`src/rtl/dac_bank_pkg.sv`:
```
package dac_bank_pkg;

   // byte offsets whose placement software depends on
   localparam int RANGE_OFS  = 8;
   localparam int STROBE_OFS = 9;
   localparam int CTRL_OFS   = 15;

   // lane that carries each single-byte register
   localparam int RANGE_LANE  = RANGE_OFS % 2;
   localparam int STROBE_LANE = STROBE_OFS % 2;
   localparam int CTRL_LANE   = CTRL_OFS % 2;

   // word indices
   localparam int RANGE_WORD  = RANGE_OFS / 2;
   localparam int STROBE_WORD = STROBE_OFS / 2;
   localparam int CTRL_WORD   = CTRL_OFS / 2;

   typedef enum logic [1:0] {
      RNG_UNI_5  = 2'd0,
      RNG_UNI_10 = 2'd1,
      RNG_BIP_5  = 2'd2,
      RNG_BIP_10 = 2'd3
   } out_range_e;

endpackage

```
`src/rtl/dac_wr_decode.sv`:
```
module dac_wr_decode
   import dac_bank_pkg::*;
#(
   parameter int NCH    = 4,
   parameter int ADDR_W = 4
) (
   input  logic              wr_en,
   input  logic [ADDR_W-1:0] wr_addr,
   input  logic [1:0]        wr_be,
   output logic [NCH-1:0]    ch_lo_we,
   output logic [NCH-1:0]    ch_hi_we,
   output logic              rng_we,
   output logic              strobe_we,
   output logic              ctrl_we
);
   localparam int WORD_W = ADDR_W - 1;

   logic [WORD_W-1:0] word;
   logic              unused_addr_lsb;

   assign word            = wr_addr[ADDR_W-1:1];
   assign unused_addr_lsb = wr_addr[0];

   for (genvar n = 0; n < NCH; n++) begin : g_ch
      logic hit;
      assign hit         = wr_en && (word == WORD_W'(n));
      assign ch_lo_we[n] = hit && wr_be[0];
      assign ch_hi_we[n] = hit && wr_be[1];
   end

   assign rng_we    = wr_en && (word == WORD_W'(RANGE_WORD))  && wr_be[RANGE_LANE];
   assign strobe_we = wr_en && (word == WORD_W'(STROBE_WORD)) && wr_be[STROBE_LANE];
   assign ctrl_we   = wr_en && (word == WORD_W'(CTRL_WORD))   && wr_be[CTRL_LANE];

endmodule

```
`src/rtl/dac_chan_slot.sv`:
```
module dac_chan_slot #(
   parameter int          DW       = 12,
   parameter logic [DW-1:0] RST_CODE = '0
) (
   input  logic          clk,
   input  logic          rst_n,
   input  logic          lo_we,
   input  logic          hi_we,
   input  logic [7:0]    lo_byte,
   input  logic [DW-9:0] hi_bits,
   input  logic          direct_mode,
   input  logic          update,
   output logic [DW-1:0] hold_o,
   output logic [DW-1:0] code_o
);
   logic [DW-1:0] hold_q;
   logic [DW-1:0] hold_nxt;
   logic [DW-1:0] code_q;
   logic          take;

   always_comb begin
      hold_nxt = hold_q;
      if (lo_we) hold_nxt[7:0]    = lo_byte;
      if (hi_we) hold_nxt[DW-1:8] = hi_bits;
   end

   // the strobe samples the merged value, so a same-edge write wins
   assign take = update || (direct_mode && (lo_we || hi_we));

   always_ff @(posedge clk) begin
      if (!rst_n) begin
         hold_q <= RST_CODE;
         code_q <= RST_CODE;
      end else begin
         hold_q <= hold_nxt;
         if (take) code_q <= hold_nxt;
      end
   end

   assign hold_o = hold_q;
   assign code_o = code_q;

endmodule

```
`src/rtl/dac_cfg_regs.sv`:
```
module dac_cfg_regs #(
   parameter int         NCH      = 4,
   parameter logic [1:0] RNG_RST  = 2'd2,
   parameter logic       SYNC_RST = 1'b0
) (
   input  logic             clk,
   input  logic             rst_n,
   input  logic             rng_we,
   input  logic [2*NCH-1:0] rng_bits,
   input  logic             ctrl_we,
   input  logic             ctrl_bit,
   output logic [2*NCH-1:0] range_o,
   output logic             sync_o
);
   logic [2*NCH-1:0] range_q;
   logic             sync_q;

   always_ff @(posedge clk) begin
      if (!rst_n) begin
         range_q <= {NCH{RNG_RST}};
         sync_q  <= SYNC_RST;
      end else begin
         if (rng_we)  range_q <= rng_bits;
         if (ctrl_we) sync_q  <= ctrl_bit;
      end
   end

   assign range_o = range_q;
   assign sync_o  = sync_q;

endmodule

```
`src/rtl/dac_rd_mux.sv`:
```
module dac_rd_mux
   import dac_bank_pkg::*;
#(
   parameter int NCH    = 4,
   parameter int DW     = 12,
   parameter int ADDR_W = 4
) (
   input  logic [ADDR_W-1:0] rd_addr,
   input  logic [NCH*DW-1:0] hold_flat,
   input  logic [2*NCH-1:0]  range_q,
   input  logic              sync_q,
   output logic [15:0]       rd_data
);
   localparam int WORD_W = ADDR_W - 1;

   logic [WORD_W-1:0] word;
   logic              unused_rd_lsb;

   assign word          = rd_addr[ADDR_W-1:1];
   assign unused_rd_lsb = rd_addr[0];

   always_comb begin
      rd_data = '0;
      for (int k = 0; k < NCH; k++) begin
         if (word == WORD_W'(k)) rd_data[DW-1:0] = hold_flat[k*DW +: DW];
      end
      // the strobe byte shares this word and always reads zero
      if (word == WORD_W'(RANGE_WORD)) rd_data[8*RANGE_LANE +: 2*NCH] = range_q;
      if (word == WORD_W'(CTRL_WORD))  rd_data[8*CTRL_LANE] = sync_q;
   end

endmodule

```
`src/rtl/dac_sync_bank.sv`:
```
module dac_sync_bank
   import dac_bank_pkg::*;
#(
   parameter int         NCH      = 4,
   parameter int         DW       = 12,
   parameter int         ADDR_W   = 4,
   parameter logic [1:0] RNG_RST  = 2'd2,
   parameter logic       SYNC_RST = 1'b0
) (
   input  logic              clk,
   input  logic              rst_n,
   input  logic              wr_en,
   input  logic [ADDR_W-1:0] wr_addr,
   input  logic [1:0]        wr_be,
   input  logic [15:0]       wr_data,
   input  logic              ext_update,
   input  logic [ADDR_W-1:0] rd_addr,
   output logic [15:0]       rd_data,
   output logic [NCH*DW-1:0] dac_code_o,
   output logic [2*NCH-1:0]  range_sel_o
);
   localparam int            HI_W     = DW - 8;
   localparam logic [DW-1:0] MID_CODE = {1'b1, {(DW-1){1'b0}}};

   // elaboration-time parameter checks
   if (DW < 9 || DW > 16) begin : g_bad_dw
      $error("dac_sync_bank: DW must lie in 9..16");
   end
   if (NCH < 1 || 2*NCH > 8) begin : g_bad_nch
      $error("dac_sync_bank: range fields must fit one byte");
   end
   if (2*NCH > RANGE_OFS) begin : g_bad_map
      $error("dac_sync_bank: code words overlap the range byte");
   end
   if (ADDR_W < 4) begin : g_bad_aw
      $error("dac_sync_bank: address too narrow for the control byte");
   end

   logic [NCH-1:0]    ch_lo_we;
   logic [NCH-1:0]    ch_hi_we;
   logic              rng_we;
   logic              strobe_we;
   logic              ctrl_we;
   logic              sync_q;
   logic              upd_all;
   logic [2*NCH-1:0]  range_q;
   logic [NCH*DW-1:0] hold_flat;
   logic [15-8-HI_W:0] unused_wr_hi;

   assign unused_wr_hi = wr_data[15:8+HI_W];

   dac_wr_decode #(.NCH(NCH), .ADDR_W(ADDR_W)) u_dec (
      .wr_en     (wr_en),
      .wr_addr   (wr_addr),
      .wr_be     (wr_be),
      .ch_lo_we  (ch_lo_we),
      .ch_hi_we  (ch_hi_we),
      .rng_we    (rng_we),
      .strobe_we (strobe_we),
      .ctrl_we   (ctrl_we)
   );

   assign upd_all = strobe_we || ext_update;

   for (genvar n = 0; n < NCH; n++) begin : g_slot
      dac_chan_slot #(.DW(DW), .RST_CODE(MID_CODE)) u_slot (
         .clk         (clk),
         .rst_n       (rst_n),
         .lo_we       (ch_lo_we[n]),
         .hi_we       (ch_hi_we[n]),
         .lo_byte     (wr_data[7:0]),
         .hi_bits     (wr_data[8 +: HI_W]),
         .direct_mode (!sync_q),
         .update      (upd_all),
         .hold_o      (hold_flat[n*DW +: DW]),
         .code_o      (dac_code_o[n*DW +: DW])
      );
   end

   dac_cfg_regs #(.NCH(NCH), .RNG_RST(RNG_RST), .SYNC_RST(SYNC_RST)) u_cfg (
      .clk      (clk),
      .rst_n    (rst_n),
      .rng_we   (rng_we),
      .rng_bits (wr_data[8*RANGE_LANE +: 2*NCH]),
      .ctrl_we  (ctrl_we),
      .ctrl_bit (wr_data[8*CTRL_LANE]),
      .range_o  (range_q),
      .sync_o   (sync_q)
   );

   assign range_sel_o = range_q;

   dac_rd_mux #(.NCH(NCH), .DW(DW), .ADDR_W(ADDR_W)) u_rd (
      .rd_addr   (rd_addr),
      .hold_flat (hold_flat),
      .range_q   (range_q),
      .sync_q    (sync_q),
      .rd_data   (rd_data)
   );

endmodule

```
`config.mk`:
```
export PLATFORM = sky130hd
export DESIGN_NAME = dac_sync_bank
export DESIGN_NICKNAME = d
export VERILOG_FILES = /design/src/rtl/dac_bank_pkg.sv /design/src/rtl/dac_wr_decode.sv /design/src/rtl/dac_chan_slot.sv /design/src/rtl/dac_cfg_regs.sv /design/src/rtl/dac_rd_mux.sv /design/src/rtl/dac_sync_bank.sv
export SDC_FILE = /design/constraint.sdc
export NUM_CORES = 1
export LEC_CHECK = 0
export BUFFER_PORTS_ARGS = -buffer_cell sky130_fd_sc_hd__buf_2
export CAP_MARGIN = 10
export CORE_ASPECT_RATIO = 0.5
export CORE_MARGIN = 4
export CORE_UTILIZATION = 39
export CTS_BUF_LIST = sky130_fd_sc_hd__clkbuf_16
export DETAILED_ROUTE_END_ITERATION = 12
export PLACE_DENSITY = 0.73
export SETUP_SLACK_MARGIN = 0.15
export SLEW_MARGIN = 0
export SYNTH_ARGS = -nofsm -noshare
export SYNTH_HDL_FRONTEND = slang
export SYNTH_HIERARCHICAL = 1
export SYNTH_SLANG_ARGS = --single-unit
```
`constraint.sdc`:
```
create_clock -name clk -period 1.43 [get_ports clk]
set_input_delay 0.143 -clock clk [delete_from_list [all_inputs] [get_ports clk]]
set_output_delay 0.143 -clock clk [all_outputs]
set_load 0.01 [all_outputs]
```
## Word-level counts from Yosys, hierarchy flattened

Cells that the tools add are included.

| operators by class | value |
|---|---|
| mux-type cells | 14 |
| reductions and logical operators | 33 |
| equality and inequality tests | 10 |

Operators by type and width:

| operator | count |
|---|---|
| $mux 12 | 4 |
| $mux 8 | 5 |
| $logic_and 1x1->1 | 21 |
| $mux 4 | 4 |
| $eq 3x2->1 const B | 4 |
| $eq 3x3->1 const B | 4 |
| $logic_or 1x1->1 | 9 |
| $eq 3x1->1 const B | 2 |
| $logic_not 3->1 | 2 |
| $logic_not 1->1 | 1 |
| $mux 1 | 1 |

| word-level totals | value |
|---|---|
| output and inout port bits | 72 |
| flip-flop bits (word level) | 105 |
| word-level logic and storage cells | 67 |

## Depth between registers and ports, before layout

| depth | value |
|---|---|
| depth after elaboration | 6 |
| depth in mapped cells | 7 |

## Modules after synthesis

Netlist, hierarchy kept.

By module, submodules not included:

| module | times used | area each (um^2) | seq. area each (um^2) | cells each |
|---|---|---|---|---|
| dac_chan_slot | 4 | 938.4 | 480.5 | 79 |
| dac_rd_mux | 1 | 529.3 | 0.0 | 62 |
| dac_cfg_regs | 1 | 327.8 | 180.2 | 28 |
| dac_wr_decode | 1 | 98.8 | 0.0 | 19 |
| dac_sync_bank | 1 | 10.0 | 0.0 | 2 |

## Worst setup path after synthesis

No wires, ideal clock.

| path | value |
|---|---|
| path type | input-to-reg |
| from | input port wr_addr[2] |
| to | register g_slot[0].u_slot.code_q[10] |
| arrival | 1.362 ns |
| path buffers | 2 |
| cell stages on the path | 7 |
| slack | -0.053 ns |
| cells stage by stage | or3b_1 nor2_1 buf_6 o21a_1 nor2_2 buf_6 mux2_2 |

| between the ends | value |
|---|---|
| word-level cells in the longest chain between the ends | 6 |
| elaborated cells between the ends (all ways) | 12 |
| those cells by class | 1 x eq/ne; 1 x mux; 10 x reduce/logical |

Ends and longest elaborated chain:

| what | line | RTL |
|---|---|---|
| start: declaration | dac_sync_bank.sv:13 | `input logic [ADDR_W-1:0] wr_addr,` |
| $logic_not 3->1 | dac_wr_decode.sv:26 | `assign hit = wr_en && (word == WORD_W'(n));` |
| $logic_and 1x1->1 | dac_wr_decode.sv:26 |  |
| $logic_and 1x1->1 | dac_wr_decode.sv:27 | `assign ch_lo_we[n] = hit && wr_be[0];` |
| named net ch_lo_we[0] | dac_sync_bank.sv:39 | `logic [NCH-1:0] ch_lo_we;` |
| $logic_or 1x1->1 | dac_chan_slot.sv:28 | `assign take = update \|\| (direct_mode && (lo_we \|\| hi_we));` |
| $logic_and 1x1->1 | dac_chan_slot.sv:28 |  |
| $logic_or 1x1->1 | dac_chan_slot.sv:28 |  |
| end signal: assignment | dac_chan_slot.sv:36 | `if (take) code_q <= hold_nxt;` |
| end: declaration | dac_chan_slot.sv:18 | `logic [DW-1:0] code_q;` |

The timed path passes the listed nets, and every way through them passes these cells.
A chain may end at the register's enable or synchronous reset.

## Final worst setup path

| path | value |
|---|---|
| from | register g_slot[3].u_slot.hold_q[10] |
| to | output port rd_data[10] |

| between the ends | value |
|---|---|
| word-level cells in the longest chain between the ends | 1 |

Ends and longest elaborated chain:

| what | line | RTL |
|---|---|---|
| start: declaration | dac_chan_slot.sv:16 | `logic [DW-1:0] hold_q;` |
| start signal: assignment | dac_chan_slot.sv:35 | `hold_q <= hold_nxt;` |
| $mux 12 | dac_rd_mux.sv:25 | `if (word == WORD_W'(k)) rd_data[DW-1:0] = hold_flat[k*DW +: DW];` |
| end: declaration | dac_sync_bank.sv:18 | `output logic [15:0] rd_data,` |

Every way passes these cells.

==> parameters.txt <==
Parameter                              Value

Cells and area
  Number of nets in the layout ... ~580
  Diodes inserted ... 0
  Synth-to-Final Area Change ... 41.6%
  Share of layout cells above drive strength 1 ... 54.2%
  Count of placed standard cells in the final layout, fillers left out ... around 700

Die
  Floorplan die width ... ~160 um
  Placeable core region ... approximately 12000 um^2
  Total I/O pin count ... 102
  Chip height ... between 80 and 90 um
  Placement Rows ... 28
  Die Area ... about 14000 um^2
  Initial standard-cell utilization of the core ... 40.0%

Worst setup path
  Maximum cell stage delay along the critical path ... ~0.48 ns
  Highest fanout seen on the critical path ... 2
  Cell family with most CP delay ... multiplexers
  Buffers plus inverters on the worst setup path ... 1
  CP Launch Type ... flop
  Endpoint class of the critical path ... output port
  Required arrival time at the worst endpoint ... between 1 and 1.5 ns
  Highest-delay cell along the critical path ... mux4_2
  Worst Path Arrival ... 1.41 ns
  CP cell instances ... mux4_2 > nor2b_4 > buf_6
  Critical path type ... flop to output port

Clock tree
  TritonCTS clock tree ... built
  CTS clk-pin slew, worst paths ... ~0.080 ns
  TritonCTS sink count ... around 110
  Cts bufs inserted ... 9
  Root Buffer ... clkbuf_16
  Worst skew pair latency ... around 0.35 ns
  H-tree depth reported by CTS ... 3
  Buffers from clock root to sink, at most ... 2
  Post-CTS Hold Buffers ... 0

Drt
  Initial DRC count ... 237
  Number of routed nets with antenna violations ... 0
  Drt pass-1 iters ... 5
  Vias after detailed routing ... 3600
  Routed length per instance ... ~19 um
  DRC violation count after routing ... 0
  Post-DR vias/cell ... approximately 5.0
  Detailed Route WL ... roughly 13000 um

Pwr
  Leakage power figure ... ~2.7 nW
  Net switching power figure ... roughly 0.0016 W
  Power share of the clock group ... between 40% and 50%
  Flop pwr share ... approximately 46%
  Power consumption ... between 0.006 and 0.007 W
  Power Density ... about 970 nW/um^2
  Part of the total power dissipated in combinational logic ... between 10% and 20%
  Worst-case vdd ir drop ... approximately 0.56 mV
  Net switching share of the total power ... 24.5%
  Internal Pwr Total ... 0.00488 W

Global route
  Overflow after GRT ... 0
  Combined global-route utilization of all metal layers ... 18.3%
  Largest net degree at the start of global routing ... 33
  Via count of the first global-routing pass ... approximately 3500
  Number of antenna violations at the first check in global routing ... 0
  Global-route wire length before repair ... 20000 um

Synthesis
  Synth cell count leaders ... 105 x dfxtp_1, 66 x mux2i_1, 53 x nor2b_1
  Per-instance average area after synthesis ... approximately 11 um^2
  Fraction of registers with async set or reset after synthesis ... 0%
  Post-Synthesis Cell Area ... 4720 um^2
  Count of synthesis-stage warnings from yosys ... 6
  Cell accounting for the most synthesized area ... dfxtp_1
  Main area contributors after synthesis ... dfxtp_1 45%, mux2i_1 14%, mux2_2 11%
  Area fraction of the dominant cell type after synthesis ... about 45%
  Synthesized instance count ... 427
  Top FF cell, synth ... dfxtp_1
  FF+latch count, synth ... roughly 110
  Count of different cell masters after synthesis ... 30
  Proportion of synthesized chip area in sequential cells ... between 40% and 50%
  Number of enable-type register cells in the synthesized netlist ... 0
  Most frequently used cell type in the post-synthesis netlist ... dfxtp_1

Timing
  Unrepaired setup endpoints after global routing ... yes
  Period Utilization, post-route ... 109%
  Final critical-path setup slack ... -0.123 ns
  Worst Hold Margin ... around 0.11 ns
  Worst-case clock skew ... between 0.007 and 0.008 ns
  Timing-limited maximum frequency ... 644 MHz
  Hold Vio Cnt, Final ... 0
  Fin. max-slew vios ... 0
  Total setup violations reported at the end of the flow ... 5
  Final worst path period need ... about 1.6 ns
  Accumulated negative setup slack ... -0.465 ns

Min path
  HP Class ... primary input to flop

Placement
  Half-perimeter wire length of the detailed placement result ... 8730 um
  Last weighted congestion value of the routability-driven placer ... about 0.86
  # port buffers ... roughly 90
  Worst slack at placement ... -0.285 ns
  Count of placed standard cells including taps ... approximately 690

Status
  Violations in the final reports ... setup timing
  Result of the run ... finished, violations left

Job
  Max Cap Viol ... 0
-- path summary, 6_finish.rpt --
kind / from / to / slack (ns) / depth (start not counted)
worst min register to register: g_slot[2].u_slot/hold_o[11] / g_slot[2].u_slot/hold_o[11] / 0.50 / 2
worst max-delay path: g_slot[3].u_slot/hold_o[10] / rd_data[10] / -0.12 / 3
worst max register to register: u_cfg/sync_o / g_slot[0].u_slot/code_o[1] / 0.10 / 6
worst min-delay path: wr_data[11] / g_slot[1].u_slot/hold_o[11] / 0.11 / 3
-- power groups by stage --
stage	logic, W	clock network (W)	registers (W)
6_report	0.000706	0.00278	0.00298
5_1_grt	0.000745	0.00292	0.00298
4_1_cts	0.000624	0.00280	0.00298
3_5_place_dp	0.000527	0	0.00305
3_3_place_gp	0.000526	0	0.00304
2_1_floorplan	0.000305	0	0.00305
-- kinds of logic after synthesis --
kind of cell | synth area share [%]
mux | 26.9
compound gates | 3.79
flops | 44.5
simple gates | 18.8
other cells | 0.0795
buf+inv | 5.89
-- cells in the final DEF, fill, tap and decap left out, types with 3 or more instances in the layout --
cell type  instances
a22oi_2            8
and2_1            44
buf_12            11
buf_2             81
buf_4             26
buf_6             17
clkbuf_16         10
conb_1             4
dfxtp_1           69
dfxtp_2           32
dfxtp_4            4
mux2_2             5
mux2_4            43
mux2i_1           54
mux2i_4           10
mux4_2             3
nand2_1            9
nand2b_1           4
nand3_1            9
nor2_1             3
nor2_4             7
nor2b_1           49
nor2b_2            3
nor2b_4            4
o21a_1             4
o221ai_2           8
-- per-stage QoR --
stage	utilization, %	instance area, um^2
2_1_floorplan	-	4780
3_3_place_gp	47.0	5550
5_1_grt	56.6	6680
3_5_place_dp	47.0	5550
4_1_cts	53.3	6290
6_report	56.6	6680
-- state kept, by name (all words and copies together) (netlist names) --
| signal | count |
|---|---|
| u_cfg/sync_o | 1 |
| u_cfg/range_o | 8 |
| g_slot.u_slot/code_o | 48 |
| g_slot.u_slot/hold_o | 48 |
-- what timing repair did --
action,in CTS,in global routing
resized for setup,87,79
pin swaps,11,18
buffers inserted,6,6
endpoints found under the setup margin,55,52
gates cloned,2,1
-- tightest hold or removal path, delay by kind of cell --
kind	cells	cell delay (ns)
simple gates	1	0.08
buf+inv	1	0.12
mux	1	0.08
-- per-layer routing --
metal / share of wire [%] / vias up / wire length, um / global-route usage (%)
met5: 0 / - / 0 / 0
met4: 1.1 / 0 / 147 / 4.03
met3: 7.3 / 15 / 984 / 5.23
met2: 45 / 107 / 6060 / 27.7
met1: 46 / 1779 / 6250 / 26.0
li1: - / 1699 / - / -
-- final cells by class --
cell class,count,area [um^2]
sequential,105,2160
clock buffer,9,225
timing repair buffer,140,1110
inverter,1,3.75
tap,165,206
fill,938,5120
multi-input combinational,290,2860
clock inverter,7,113
Power figures use the tool's default switching activity.
